$ cat src/rtl/irqw_pkg.sv
package irqw_pkg;

   // Register word indices (byte offset >> 2)
   localparam logic [5:0] W_RAW      = 6'h08;
   localparam logic [5:0] W_SRC_SET  = 6'h09;
   localparam logic [5:0] W_SRC_CLR  = 6'h0A;
   localparam logic [5:0] W_MASK     = 6'h0B;
   localparam logic [5:0] W_MASK_SET = 6'h0C;
   localparam logic [5:0] W_MASK_CLR = 6'h0D;
   localparam logic [5:0] W_MASKED   = 6'h0E;
   localparam logic [5:0] W_EOI      = 6'h0F;

   localparam int unsigned DATA_W = 32;

   typedef struct packed {
      logic src_set;
      logic src_clr;
      logic mask_wr;
      logic mask_set;
      logic mask_clr;
      logic eoi;
   } wr_strobe_t;

   // Contiguous field of width w starting at lsb, inside a 32-bit word
   function automatic logic [DATA_W-1:0] field_bits(int unsigned lsb, int unsigned w);
      logic [DATA_W-1:0] v;
      v = '0;
      for (int unsigned i = 0; i < DATA_W; i++) begin
         if (i >= lsb && i < lsb + w) v[i] = 1'b1;
      end
      return v;
   endfunction

endpackage

$ cat src/rtl/irqw_decode.sv
module irqw_decode
   import irqw_pkg::*;
#(
   parameter int unsigned ADDR_W = 8
) (
   input  logic              bus_sel,
   input  logic              bus_we,
   input  logic [ADDR_W-1:0] bus_addr,
   output wr_strobe_t        strb,
   output logic [5:0]        word_idx
);

   localparam int unsigned IDX_W = ADDR_W - 2;

   generate
      if (ADDR_W < 8) begin : g_bad_addr
         $error("irqw_decode: ADDR_W must be at least 8");
      end
   endgenerate

   logic wr_go;
   logic addr_hi_zero;

   generate
      if (IDX_W > 6) begin : g_wide
         assign addr_hi_zero = ~|bus_addr[ADDR_W-1:8];
      end else begin : g_narrow
         assign addr_hi_zero = 1'b1;
      end
   endgenerate

   assign word_idx = addr_hi_zero ? bus_addr[7:2] : 6'h3F;
   assign wr_go    = bus_sel & bus_we;

   always_comb begin
      strb          = '0;
      strb.src_set  = wr_go && (word_idx == W_SRC_SET);
      strb.src_clr  = wr_go && (word_idx == W_SRC_CLR);
      strb.mask_wr  = wr_go && (word_idx == W_MASK);
      strb.mask_set = wr_go && (word_idx == W_MASK_SET);
      strb.mask_clr = wr_go && (word_idx == W_MASK_CLR);
      strb.eoi      = wr_go && (word_idx == W_EOI);
   end

endmodule

$ cat src/rtl/irqw_bitreg.sv
module irqw_bitreg #(
   parameter int unsigned   W       = 32,
   parameter logic [W-1:0]  KEEP    = '1,
   parameter bit            HAS_EVT = 1'b1
) (
   input  logic         clk,
   input  logic         rst_n,
   input  logic         wr_full,
   input  logic         wr_set,
   input  logic         wr_clr,
   input  logic [W-1:0] wdata,
   input  logic [W-1:0] evt,
   output logic [W-1:0] q
);

   generate
      if (W == 0) begin : g_bad_w
         $error("irqw_bitreg: W must be nonzero");
      end
   endgenerate

   logic [W-1:0] evt_use;
   logic [W-1:0] base;
   logic [W-1:0] nxt;

   generate
      if (HAS_EVT) begin : g_evt
         assign evt_use = evt & KEEP;
      end else begin : g_no_evt
         assign evt_use = '0;
      end
   endgenerate

   always_comb begin
      base = wr_full ? wdata : q;
      if (wr_set) base = base | wdata;
      if (wr_clr) base = base & ~wdata;
      nxt = (base | evt_use) & KEEP;
   end

   always_ff @(posedge clk or negedge rst_n) begin
      if (!rst_n) q <= '0;
      else        q <= nxt;
   end

   // clear without a competing event leaves those bits zero
   a_r3_clear_empties: assert property (@(posedge clk) disable iff (!rst_n)
      (wr_clr && !wr_set && !wr_full) |=> ((q & $past(wdata & ~evt_use)) == '0));

   generate
      if (HAS_EVT) begin : g_evt_chk
         // an event always lands, even against a same-cycle clear
         a_r4_evt_wins: assert property (@(posedge clk) disable iff (!rst_n)
            (|evt_use) |=> ((q & $past(evt_use)) == $past(evt_use)));
      end
   endgenerate

endmodule

$ cat src/rtl/irqw_arm.sv
module irqw_arm (
   input  logic clk,
   input  logic rst_n,
   input  logic pend,
   input  logic eoi,
   output logic irq_o
);

   logic armed_q;
   logic irq_q;

   always_ff @(posedge clk or negedge rst_n) begin
      if (!rst_n) begin
         armed_q <= 1'b1;
         irq_q   <= 1'b0;
      end else begin
         irq_q   <= pend & (irq_q | armed_q | eoi);
         armed_q <= eoi | (armed_q & ~pend);
      end
   end

   assign irq_o = irq_q;

   // output high only after a pending masked source
   a_r8_needs_pend: assert property (@(posedge clk) disable iff (!rst_n)
      $rose(irq_o) |-> $past(pend));

   // disarmed and low stays low without end-of-interrupt
   a_r9_hold_low: assert property (@(posedge clk) disable iff (!rst_n)
      (!irq_o && !armed_q && !eoi) |=> !irq_o);

   // end-of-interrupt with a pending source raises the output
   a_r10_eoi_rearm: assert property (@(posedge clk) disable iff (!rst_n)
      (eoi && pend) |=> irq_o);

endmodule

$ cat src/rtl/irqw_top.sv
module irqw_top
   import irqw_pkg::*;
#(
   parameter int unsigned ADDR_W  = 8,
   parameter int unsigned TX_W    = 5,
   parameter int unsigned TX_LSB  = 0,
   parameter int unsigned RX_W    = 4,
   parameter int unsigned RX_LSB  = 9,
   parameter int unsigned CORE_W  = 9,
   parameter int unsigned CORE_LSB = 16
) (
   input  logic              clk,
   input  logic              rst_n,
   input  logic              bus_sel,
   input  logic              bus_we,
   input  logic [ADDR_W-1:0] bus_addr,
   input  logic [31:0]       bus_wdata,
   output logic [31:0]       bus_rdata,
   input  logic [TX_W-1:0]   tx_evt,
   input  logic [RX_W-1:0]   rx_evt,
   input  logic [CORE_W-1:0] core_evt,
   output logic              irq_o
);

   localparam logic [DATA_W-1:0] TX_BITS   = field_bits(TX_LSB, TX_W);
   localparam logic [DATA_W-1:0] RX_BITS   = field_bits(RX_LSB, RX_W);
   localparam logic [DATA_W-1:0] CORE_BITS = field_bits(CORE_LSB, CORE_W);
   localparam logic [DATA_W-1:0] DEF_BITS  = TX_BITS | RX_BITS | CORE_BITS;

   generate
      if (TX_LSB + TX_W > RX_LSB) begin : g_bad_tx
         $error("irqw_top: transmit field overlaps receive field");
      end
      if (RX_LSB + RX_W > CORE_LSB) begin : g_bad_rx
         $error("irqw_top: receive field overlaps core field");
      end
      if (CORE_LSB + CORE_W > DATA_W) begin : g_bad_core
         $error("irqw_top: core field exceeds data width");
      end
   endgenerate

   wr_strobe_t        strb;
   logic [5:0]        word_idx;
   logic [DATA_W-1:0] evt_vec;
   logic [DATA_W-1:0] src_q;
   logic [DATA_W-1:0] mask_q;
   logic [DATA_W-1:0] masked;
   logic              pend;

   irqw_decode #(.ADDR_W(ADDR_W)) u_dec (
      .bus_sel  (bus_sel),
      .bus_we   (bus_we),
      .bus_addr (bus_addr),
      .strb     (strb),
      .word_idx (word_idx)
   );

   always_comb begin
      evt_vec = '0;
      evt_vec[TX_LSB   +: TX_W]   = tx_evt;
      evt_vec[RX_LSB   +: RX_W]   = rx_evt;
      evt_vec[CORE_LSB +: CORE_W] = core_evt;
   end

   irqw_bitreg #(.W(DATA_W), .KEEP(DEF_BITS), .HAS_EVT(1'b1)) u_src (
      .clk     (clk),
      .rst_n   (rst_n),
      .wr_full (1'b0),
      .wr_set  (strb.src_set),
      .wr_clr  (strb.src_clr),
      .wdata   (bus_wdata),
      .evt     (evt_vec),
      .q       (src_q)
   );

   irqw_bitreg #(.W(DATA_W), .KEEP(DEF_BITS), .HAS_EVT(1'b0)) u_mask (
      .clk     (clk),
      .rst_n   (rst_n),
      .wr_full (strb.mask_wr),
      .wr_set  (strb.mask_set),
      .wr_clr  (strb.mask_clr),
      .wdata   (bus_wdata),
      .evt     ('0),
      .q       (mask_q)
   );

   assign masked = src_q & mask_q;
   assign pend   = |masked;

   irqw_arm u_arm (
      .clk   (clk),
      .rst_n (rst_n),
      .pend  (pend),
      .eoi   (strb.eoi),
      .irq_o (irq_o)
   );

   always_comb begin
      unique case (word_idx)
         W_RAW:    bus_rdata = src_q;
         W_MASK:   bus_rdata = mask_q;
         W_MASKED: bus_rdata = masked;
         default:  bus_rdata = '0;
      endcase
   end

   // reserved positions never read as one
   a_r7_reserved_zero: assert property (@(posedge clk) disable iff (!rst_n)
      (bus_rdata & ~DEF_BITS) == '0);

endmodule

$ cat config.mk
export PLATFORM = sky130hd
export DESIGN_NAME = irqw_top
export DESIGN_NICKNAME = d
export VERILOG_FILES = /design/src/rtl/irqw_pkg.sv /design/src/rtl/irqw_decode.sv /design/src/rtl/irqw_bitreg.sv /design/src/rtl/irqw_arm.sv /design/src/rtl/irqw_top.sv
export SDC_FILE = /design/constraint.sdc
export NUM_CORES = 1
export LEC_CHECK = 0
export ABC_AREA = 1
export BUFFER_PORTS_ARGS = -buffer_cell sky130_fd_sc_hd__buf_2
export CORE_AREA = 2 2 75 77
export DETAILED_ROUTE_END_ITERATION = 8
export DIE_AREA = 0 0 77 79
export PLACE_DENSITY_LB_ADDON = 0.1
export SYNTH_ARGS = -nofsm -noshare
export SYNTH_HDL_FRONTEND = slang
export SYNTH_SLANG_ARGS = --single-unit
$ cat constraint.sdc
create_clock -name clk -period 2.06 [get_ports clk]
set_input_delay 0.206 -clock clk [delete_from_list [all_inputs] [get_ports clk]]
set_output_delay 0.206 -clock clk [all_outputs]
set_load 0.02 [all_outputs]
==> summary.txt, run 1 <==
Clocking
  – Worst skew pair latency: 0.29 ns
  – Clk sinks: 38
  – Clock-pin slew on the worst setup and hold paths: 0.07 ns
  – Root Driver: clkbuf_8
  – H-tree level count: 2
  – CTS Buffer Depth: 2
  – Post-CTS Setup Bufs: 0
  – CTS buffer count: 5
  – # resized after CTS: 0
  – CTS tree: yes

Timing
  – RSZ-0062 raised after global routing: no
  – Hold slack final: 0.09306 ns
  – Fin. max-slew vios: 0
  – Final Skew: 0.003649 ns
  – Max Freq: 633.4 MHz
  – # setup viols final: 0
  – Setup TNS: 0 ns
  – Post-route minimum period: 1.579 ns
  – Fin crit share: 76.64%
  – Final hold violation count: 0

Synthesis
  – Synth unique cells: 26
  – Part of the Yosys area used for sequential elements: 37.60%
  – #FFs+latches synth: 38
  – Syn Area/Cell: 6.682 µm²
  – Post-Syn Instances: 379
  – Synthesis Warnings: 0
  – Synthesized area: 2532 µm²

Global route
  – First-pass GRT wire length: 10480 µm
  – Vias in the first global route: 2340
  – Largest net degree at the start of global routing: 20
  – Total global routing overflow: 0
  – Initial antenna violation count: 0
  – Total track usage: 21.70%

Floorplanning
  – Die Width: 77 µm
  – Die height: 79 µm
  – I/O Pins: 95
  – Die ar.: 6083 µm²
  – Core Region: 5338 µm²
  – Row Count: 27
  – Starting Density: 47.44%

Drt
  – Final ANT Viol Nets: 0
  – Total Wirelength: 6257 µm
  – DR pass1 iterations: 4
  – Initial drt markers: 141
  – # DRC: 0
  – Number of vias per cell: 4.758
  – Vias: 2498
  – WL per Instance: 11.92 µm

Worst setup path
  – RR Endpoint: u_arm.armed_q
  – Worst Reg-to-Reg Cells: 7
  – Critical path arrival: 1.37 ns
  – Endpoint class of the critical path: output port
  – R2R Path Start: u_mask.q[23]
  – WP data required: 1.85 ns
  – Worst setup SP type: input port
  – Critical path type: in -> out
  – R2r setup slk: 0.93 ns
  – Maximum fanout along the worst path: 9

Cells and area
  – Area Growth Syn to Fin: 18.87%
  – Commonest cells after routing, fill and taps aside: 143 x nand2_1, 64 x buf_2, 57 x inv_1, 37 x dfrtp_1, 26 x nor2_1
  – Post-Layout Inst Area: 3010 µm²
  – Nets: 514
  – Final core occ: 56.40%
  – Share of cells above drive strength 1: 21.41%
  – Commonest non-fill, non-tap cell in the layout: nand2_1
  – # diodes: 0

Job
  – Max cap viols: 0

Place
  – Port Buffers: 64
  – DP Area: 2909 µm²
  – Final Wtd Congestion: 0.8346
  – Post-DP HPWL: 4544 µm

Power
  – Pleak: 1.728 nW
  – Power Dens Cells: 563.0 nW/µm²
  – Worst ir drop on vdd: 344.3 µV
  – Total power: 0.001695 W

Min path
  – Worst Hold End: u_src.q[20]
  – Hold path startpoint: core_evt[4]
  – Number of stages on the worst hold path: 3
  – Worst hold path type: in -> reg

Run status
  – Status: complete, no violations
layout make-up:
cell class                      instances  area [µm²]
Timing Repair Buffer                   75       405.4
Inverter                               59       221.5
Sequential cell                        38       952.2
Fill cell                             573        2327
Tap cell                               72       90.09
Clock buffer                            7       86.33
Multi-Input combinational cell        273        1250
Clock inverter                          1       5.005
metal layers:
| layer | wire [µm] | up-vias | GRT usage (%) |
|---|---|---|---|
| met2 | 3004 | 54 | 36.93 |
| li1 | - | 1293 | - |
| met5 | 0 | - | 0 |
| met3 | 295 | 7 | 4.773 |
| met1 | 2878 | 1144 | 28.05 |
| met4 | 78 | 0 | 6.071 |
registers in the layout, summed over array words and instances (netlist names):
register and count:
u_arm.irq_o 1, u_arm.armed_q 1, u_src.q 18, u_mask.q 18
cell families after synthesis:
group	Yosys count	share of synthesized area [%]
AOI/OAI and AO/OA	56	12.85
buffers and inverters	81	14.97
DFF	38	37.60
other	1	0.1481
and+or+nand+nor	203	34.44
worst max-delay path, stage by stage:
cell and delay, ns:
buf_2 0.11, nor2_4 0.16, inv_2 0.08, nor2_2 0.14
nand3_2 0.09, buf_4 0.19, o211ai_1 0.20, buf_2 0.20
where the power goes:
group | switching, W | internal, W
combinational | 0.000185 | 0.000117
clock | 0.000266 | 0.000270
sequential | 0.0000540 | 0.000803
through the flow:
stage / setup WS, ns / cells
floorplan: 0.5802 / 392
CTS: 0.4686 / 525
global route: 0.3626 / 525
finish: 0.4813 / 525
global placement: 0.4576 / 516
detailed placement: 0.4744 / 516
Yosys cell counts:
cell type | count | area, µm²
and2_1 | 1 | 6.260
nor3_4 | 2 | 32.53
inv_2 | 2 | 7.510
buf_6 | 2 | 22.52
inv_1 | 57 | 214.0
nand3_4 | 1 | 17.52
o211ai_1 | 18 | 135.1
o21ai_1 | 3 | 15.01
nor2_2 | 4 | 25.02
nand3_1 | 19 | 95.09
a21oi_1 | 20 | 100.1
nand4_1 | 1 | 6.260
conb_1 | 1 | 3.750
dfrtp_1 | 37 | 925.9
buf_4 | 15 | 112.6
clkbuf_2 | 1 | 5.000
nand2_2 | 2 | 12.51
buf_2 | 2 | 10.01
nand2_4 | 1 | 11.26
nor2_4 | 1 | 11.26
nor2_1 | 26 | 97.59
nand3_2 | 2 | 20.02
dfstp_2 | 1 | 26.28
o21ai_0 | 15 | 75.07
clkbuf_1 | 2 | 7.510
nand2_1 | 143 | 536.8
worst max-delay path by stage:
stage / startpoint / endpoint / slack, ns / cells past startpoint
detailed placement: bus_addr[2] / bus_rdata[9] / 0.47 / 8
global placement: bus_addr[7] / bus_rdata[18] / 0.46 / 8
floorplan: bus_addr[7] / bus_rdata[0] / 0.58 / 6
finish: bus_addr[7] / bus_rdata[9] / 0.48 / 8
CTS: bus_addr[7] / bus_rdata[18] / 0.47 / 8
global route: bus_addr[2] / bus_rdata[9] / 0.36 / 8
repair_timing:
action / in CTS / in global routing
endpoints found under the hold margin: 16 / 0
endpoints found under the setup margin: 0 / 0
hold buffers: 1 / 0
Power figures use the tool's default switching activity.
==> inputs of run 2 (changes only) <==
Settings changed: CORE_AREA 2 2 75 77 to 2 2 79 81, DIE_AREA 0 0 77 79 to 0 0 81 83.
Clock period 2.06 ns to 1.4 ns, I/O delays scaled along.
==> run 2 against run 1 <==
Net effect:
- flip-flop and latch count unchanged
- clock skew grew 0.0039 ns
- register-to-register slack got worse by 0.67 ns
- largest cell class unchanged
- highest routed layer unchanged
==> summary.txt, run 2 (synthesized netlist as in run 1, its figures left out) <==
Power
  – P_int: 0.001721 W
  – Sw frac: 30.70%
  – Power Dens Cells: 759.7 nW/µm²
  – Worst ir drop on vdd: 463.5 µV
  – Comb pwr share: 19.3%
  – Clk pwr share: 29.9%
  – Pleak: 1.813 nW
  – Total power: 0.002483 W
  – Flop pwr share: 50.7%
  – Sw Pwr: 0.0007622 W

Cells and area
  – Nets: 527
  – Regs by FF count: u_mask.q (18), u_src.q (18)
  – Final core occ: 56.20%
  – Area Growth Syn to Fin: 29.05%
  – Share of cells above drive strength 1: 23.87%
  – # diodes: 0
  – Post-Layout Inst Area: 3268 µm²
  – Commonest cells after routing, fill and taps aside: 142 x nand2_1, 57 x inv_1, 46 x buf_2, 37 x dfrtp_1, 31 x buf_4
  – Commonest non-fill, non-tap cell in the layout: nand2_1

Worst setup path
  – CP startpoint: bus_addr[4]
  – WP data required: 1.26 ns
  – Endpoint class of the critical path: output port
  – Critical path type: in -> out
  – Maximum fanout along the worst path: 9
  – R2R Path Start: u_mask.q[10]
  – Worst setup SP type: input port
  – Critical path arrival: 1.24 ns

Timing
  – RSZ-0062 raised after global routing: yes
  – Final hold violation count: 0
  – Max Freq: 722.3 MHz
  – Post-route minimum period: 1.384 ns
  – Hold slack final: 0.01989 ns
  – Fin crit share: 98.88%
  – Final Skew: 0.007571 ns
  – Fin. max-slew vios: 0
  – Setup TNS: 0 ns
  – # setup viols final: 0

Drt
  – WL per Instance: 12.26 µm
  – Initial drt markers: 137
  – Final ANT Viol Nets: 0
  – Number of vias per cell: 4.719
  – # DRC: 0
  – DR pass1 iterations: 4
  – Vias: 2548
  – Total Wirelength: 6621 µm

Clocking
  – CTS tree: yes
  – Root Driver: clkbuf_8
  – CTS buffer count: 5
  – CTS Buffer Depth: 2
  – H-tree level count: 2
  – Clock-pin slew on the worst setup and hold paths: 0.08 ns
  – Worst skew pair latency: 0.29 ns
  – Clk sinks: 38

Floorplanning
  – Die ar.: 6723 µm²
  – Die height: 83 µm
  – I/O Pins: 95
  – Core Region: 5816 µm²
  – Starting Density: 43.55%
  – Row Count: 28
  – Die Width: 81 µm

Run status
  – Status: complete, no violations

Global route
  – Total global routing overflow: 0
  – Total track usage: 20.97%
  – Vias in the first global route: 2446
  – Initial antenna violation count: 0
  – Largest net degree at the start of global routing: 39
  – First-pass GRT wire length: 10950 µm

Place
  – DP Area: 3015 µm²
  – Final Wtd Congestion: 0.7837
  – Port Buffers: 64
  – Post-DP HPWL: 4533 µm

Job
  – Max cap viols: 0

Min path
  – Worst hold path type: in -> reg
  – Hold path startpoint: core_evt[1]
-- run 2: path summary, 6_finish.rpt --
kind | to | slack [ns] | cells past startpoint
hold / removal | u_src.q[17] | 0.02 | 3
setup / recovery | bus_rdata[24] | 0.02 | 8
max in group asynchronous | u_arm.armed_q | 0.79 | 3
min in group asynchronous | u_src.q[2] | 0.35 | 3
setup reg to reg | u_arm.armed_q | 0.26 | 7
hold reg to reg | u_arm.armed_q | 0.47 | 2
-- run 2: final cells by class --
class                      count  area (µm²)
fill                         595        2547
multi-input combinational    273        1270
sequential                    38       952.2
timing repair buffer          88       648.1
inverter                      59       224.0
tap                           75       93.84
clock buffer                   6       72.57
clock inverter                 1       7.507
-- run 2: critical path, cell delays in order --
cell and delay [ns]:
buf_2 0.10, inv_1 0.06, nand2_1 0.11, nor2_4 0.16, nand3_4 0.09, buf_6 0.15
o211ai_1 0.24, buf_4 0.19
-- run 2: layer usage --
metal / vias up / wire length [µm] / global-route usage, %
li1: 1318 / - / -
met1: 1160 / 2895 / 26.85
met2: 65 / 3266 / 35.16
met3: 5 / 411 / 5.109
met4: 0 / 47 / 5.085
met5: - / 0 / 0
-- run 2: power by group through the flow --
stage	Combinational [W]	Clock [W]	Sequential [W]
after CTS	0.000467	0.000762	0.00126
after global routing	0.000544	0.000824	0.00127
after detailed placement	0.000463	0	0.00128
after floorplan	0.000300	0	0.00127
final	0.000480	0.000743	0.00126
after global placement	0.000459	0	0.00128
-- run 2: stage by stage --
stage,setup WS [ns],cells
finish,0.01561,540
global route,-0.05015,540
CTS,0.001558,534
detailed placement,-0.0002074,526
global placement,0.009234,526
floorplan,0.05223,392
-- run 2: timing repair --
item,CTS,global route
endpoints found under the hold margin,37,0
pin swaps,0,4
hold buffers,1,0
gates cloned,0,2
buffers inserted,0,4
gates resized for setup,1,25
setup endpoints to repair,1,18
==> inputs of run 3 (changes only) <==
Settings changed: CTS_BUF_LIST set to sky130_fd_sc_hd__clkbuf_16, TNS_END_PERCENT set to 1.
==> run 3 against run 2 <==
Net effect:
- via count is 0.43% higher
- utilization shrank 0.86 points
- clock skew is 0.0020 ns lower
==> summary.txt, run 3 (synthesized netlist as in run 1, its figures left out) <==
Run status
  – Status: complete, no violations

Cells and area
  – Regs by FF count: u_mask.q (18), u_src.q (18)
  – # diodes: 0
  – Filler cell count: 600
  – Nets: 521
  – Commonest non-fill, non-tap cell in the layout: nand2_1
  – Share of cells above drive strength 1: 22.44%
  – Area Growth Syn to Fin: 27.08%
  – Commonest cells after routing, fill and taps aside: 143 x nand2_1, 58 x inv_1, 51 x buf_2, 37 x dfrtp_1, 26 x nor2_1

Power
  – P_int: 0.002015 W
  – Sw Pwr: 0.0007954 W
  – Sw frac: 28.30%
  – Clk pwr share: 38.4%
  – Worst ir drop on vdd: 471.5 µV
  – Flop pwr share: 44.9%
  – Comb pwr share: 16.7%
  – Power Dens Cells: 873.2 nW/µm²
  – Pleak: 1.798 nW

Timing
  – Fin crit share: 99.64%
  – Setup ws final: 0.005094 ns
  – Final hold violation count: 0
  – Final Skew: 0.005551 ns
  – Max Freq: 716.9 MHz
  – Setup TNS: 0 ns
  – Post-route minimum period: 1.395 ns
  – # setup viols final: 0
  – RSZ-0062 raised after global routing: yes
  – Fin. max-slew vios: 0

Place
  – Setup slack at placement: -0.0002074 ns
  – Final Wtd Congestion: 0.7837
  – Post-DP HPWL: 4533 µm
  – Port Buffers: 64

Floorplanning
  – I/O Pins: 95
  – Die height: 83 µm
  – Core Region: 5816 µm²
  – Die Width: 81 µm
  – Row Count: 28
  – Die ar.: 6723 µm²
  – Starting Density: 43.55%

Worst setup path
  – Worst setup SP type: input port
  – Max incr delay on CP: 0.24 ns
  – Slowest CP cell: o211ai_1
  – R2R Path Start: u_mask.q[10]
  – WP data required: 1.26 ns
  – Worst Reg-to-Reg Cells: 7
  – Endpoint class of the critical path: output port
  – RR Endpoint: u_arm.armed_q
  – Most used cell, CP: nor2_4
  – Maximum fanout along the worst path: 9
  – Critical Path, Cell by Cell: buf_2 -> nor2_4 -> inv_2 -> nor2_4 -> nand3_4 -> buf_6 -> o211ai_1 -> buf_4
  – R2r setup slk: 0.29 ns
  – Critical path arrival: 1.25 ns
  – Critical path type: in -> out

Clocking
  – Post-CTS Setup Bufs: 0
  – CTS buffer count: 5
  – H-tree level count: 2
  – Clock-pin slew on the worst setup and hold paths: 0.06 ns
  – Worst skew pair latency: 0.28 ns
  – CTS tree: yes
  – CTS Buffer Depth: 2
  – Clk sinks: 38
  – Root Driver: clkbuf_16

Drt
  – # DRC: 0
  – Number of vias per cell: 4.792
  – DR pass1 iterations: 5
  – Final ANT Viol Nets: 0
  – Total Wirelength: 6586 µm
  – Vias: 2559
  – WL per Instance: 12.33 µm
  – Initial drt markers: 161

Job
  – Max cap viols: 0

Global route
  – Total global routing overflow: 0
  – Total track usage: 21.28%
  – Initial antenna violation count: 0
  – First-pass GRT wire length: 11080 µm
  – Vias in the first global route: 2488
  – Largest net degree at the start of global routing: 39

Min path
  – Hold path startpoint: core_evt[1]
  – Worst Hold End: u_src.q[17]
  – Worst hold path type: in -> reg
  – Number of stages on the worst hold path: 3
run 3: cell count changes in the layout (fill, tap and decap cells not counted), moves of 3 or more:
cell and change:
buf_2 +5, buf_4 -8, clkbuf_16 +3, clkbuf_8 -5
run 3: cell type report:
class                   instances  area, µm²  share of cell area (%)
clock inverters                 2      11.26                  0.3499
repair buffers                 82      551.8                   17.15
well taps                      75      93.84                   2.916
inverters                      59      221.5                   6.882
clock buffers                   5      125.1                   3.888
multi-input cells             273       1262                   39.23
flip-flops and latches         38      952.2                   29.59
run 3: worst max path at each step:
stage	end	slack, ns	start
final	bus_rdata[24]	0.005	bus_addr[7]
after CTS	bus_rdata[24]	0.002	bus_addr[7]
after global placement	bus_rdata[9]	0.009	bus_addr[7]
after global routing	bus_rdata[24]	-0.06	bus_addr[7]
after floorplan	bus_rdata[0]	0.05	bus_addr[7]
after detailed placement	bus_rdata[24]	-0.0002	bus_addr[7]
run 3: worst max-delay path, delay by kind of cell:
kind	cells	cell delay, ns
simple gates	3	0.33
compound gates	1	0.24
buf+inv	4	0.53
run 3: repair_timing:
| item | 4_1_cts | 5_1_grt |
|---|---|---|
| pin swaps | 0 | 3 |
| cloned | 0 | 0 |
| setup endpoints to repair | 1 | 18 |
| hold buffers | 1 | 0 |
| hold endpoints to repair | 37 | 0 |
| resized for setup | 1 | 17 |
run 3: layer usage:
metal / part of all wire [%] / track usage, % / up-vias / wire length, µm
li1: - / - / 1310 / -
met1: 43 / 26.71 / 1172 / 2816
met2: 50 / 35.91 / 72 / 3283
met3: 6.7 / 5.109 / 5 / 438
met4: 0.71 / 6.009 / 0 / 47
met5: 0 / 0 / - / 0
run 3: power by group through the flow:
stage	Sequential, W	Clock [W]	Combinational, W
6_report	0.00126	0.00108	0.000470
5_1_grt	0.00128	0.00116	0.000532
4_1_cts	0.00126	0.00110	0.000468
3_5_place_dp	0.00128	0	0.000463
3_3_place_gp	0.00128	0	0.000459
2_1_floorplan	0.00127	0	0.000300
run 3: metrics by stage:
| stage | cell area (µm²) | cells | util [%] | power (W) | hold slack, ns |
|---|---|---|---|---|---|
| 3_5_place_dp | 3015 | 526 | 51.85 | 0.001743 | 0.1308 |
| 3_3_place_gp | 3015 | 526 | 51.85 | 0.001735 | 0.1338 |
| 2_1_floorplan | 2581 | 392 | - | 0.001575 | -0.1556 |
| 4_1_cts | 3164 | 534 | 54.41 | 0.002832 | 0.03250 |
| 6_report | 3218 | 534 | 55.34 | 0.002810 | 0.03391 |
| 5_1_grt | 3218 | 534 | 55.34 | 0.002970 | 0.03723 |
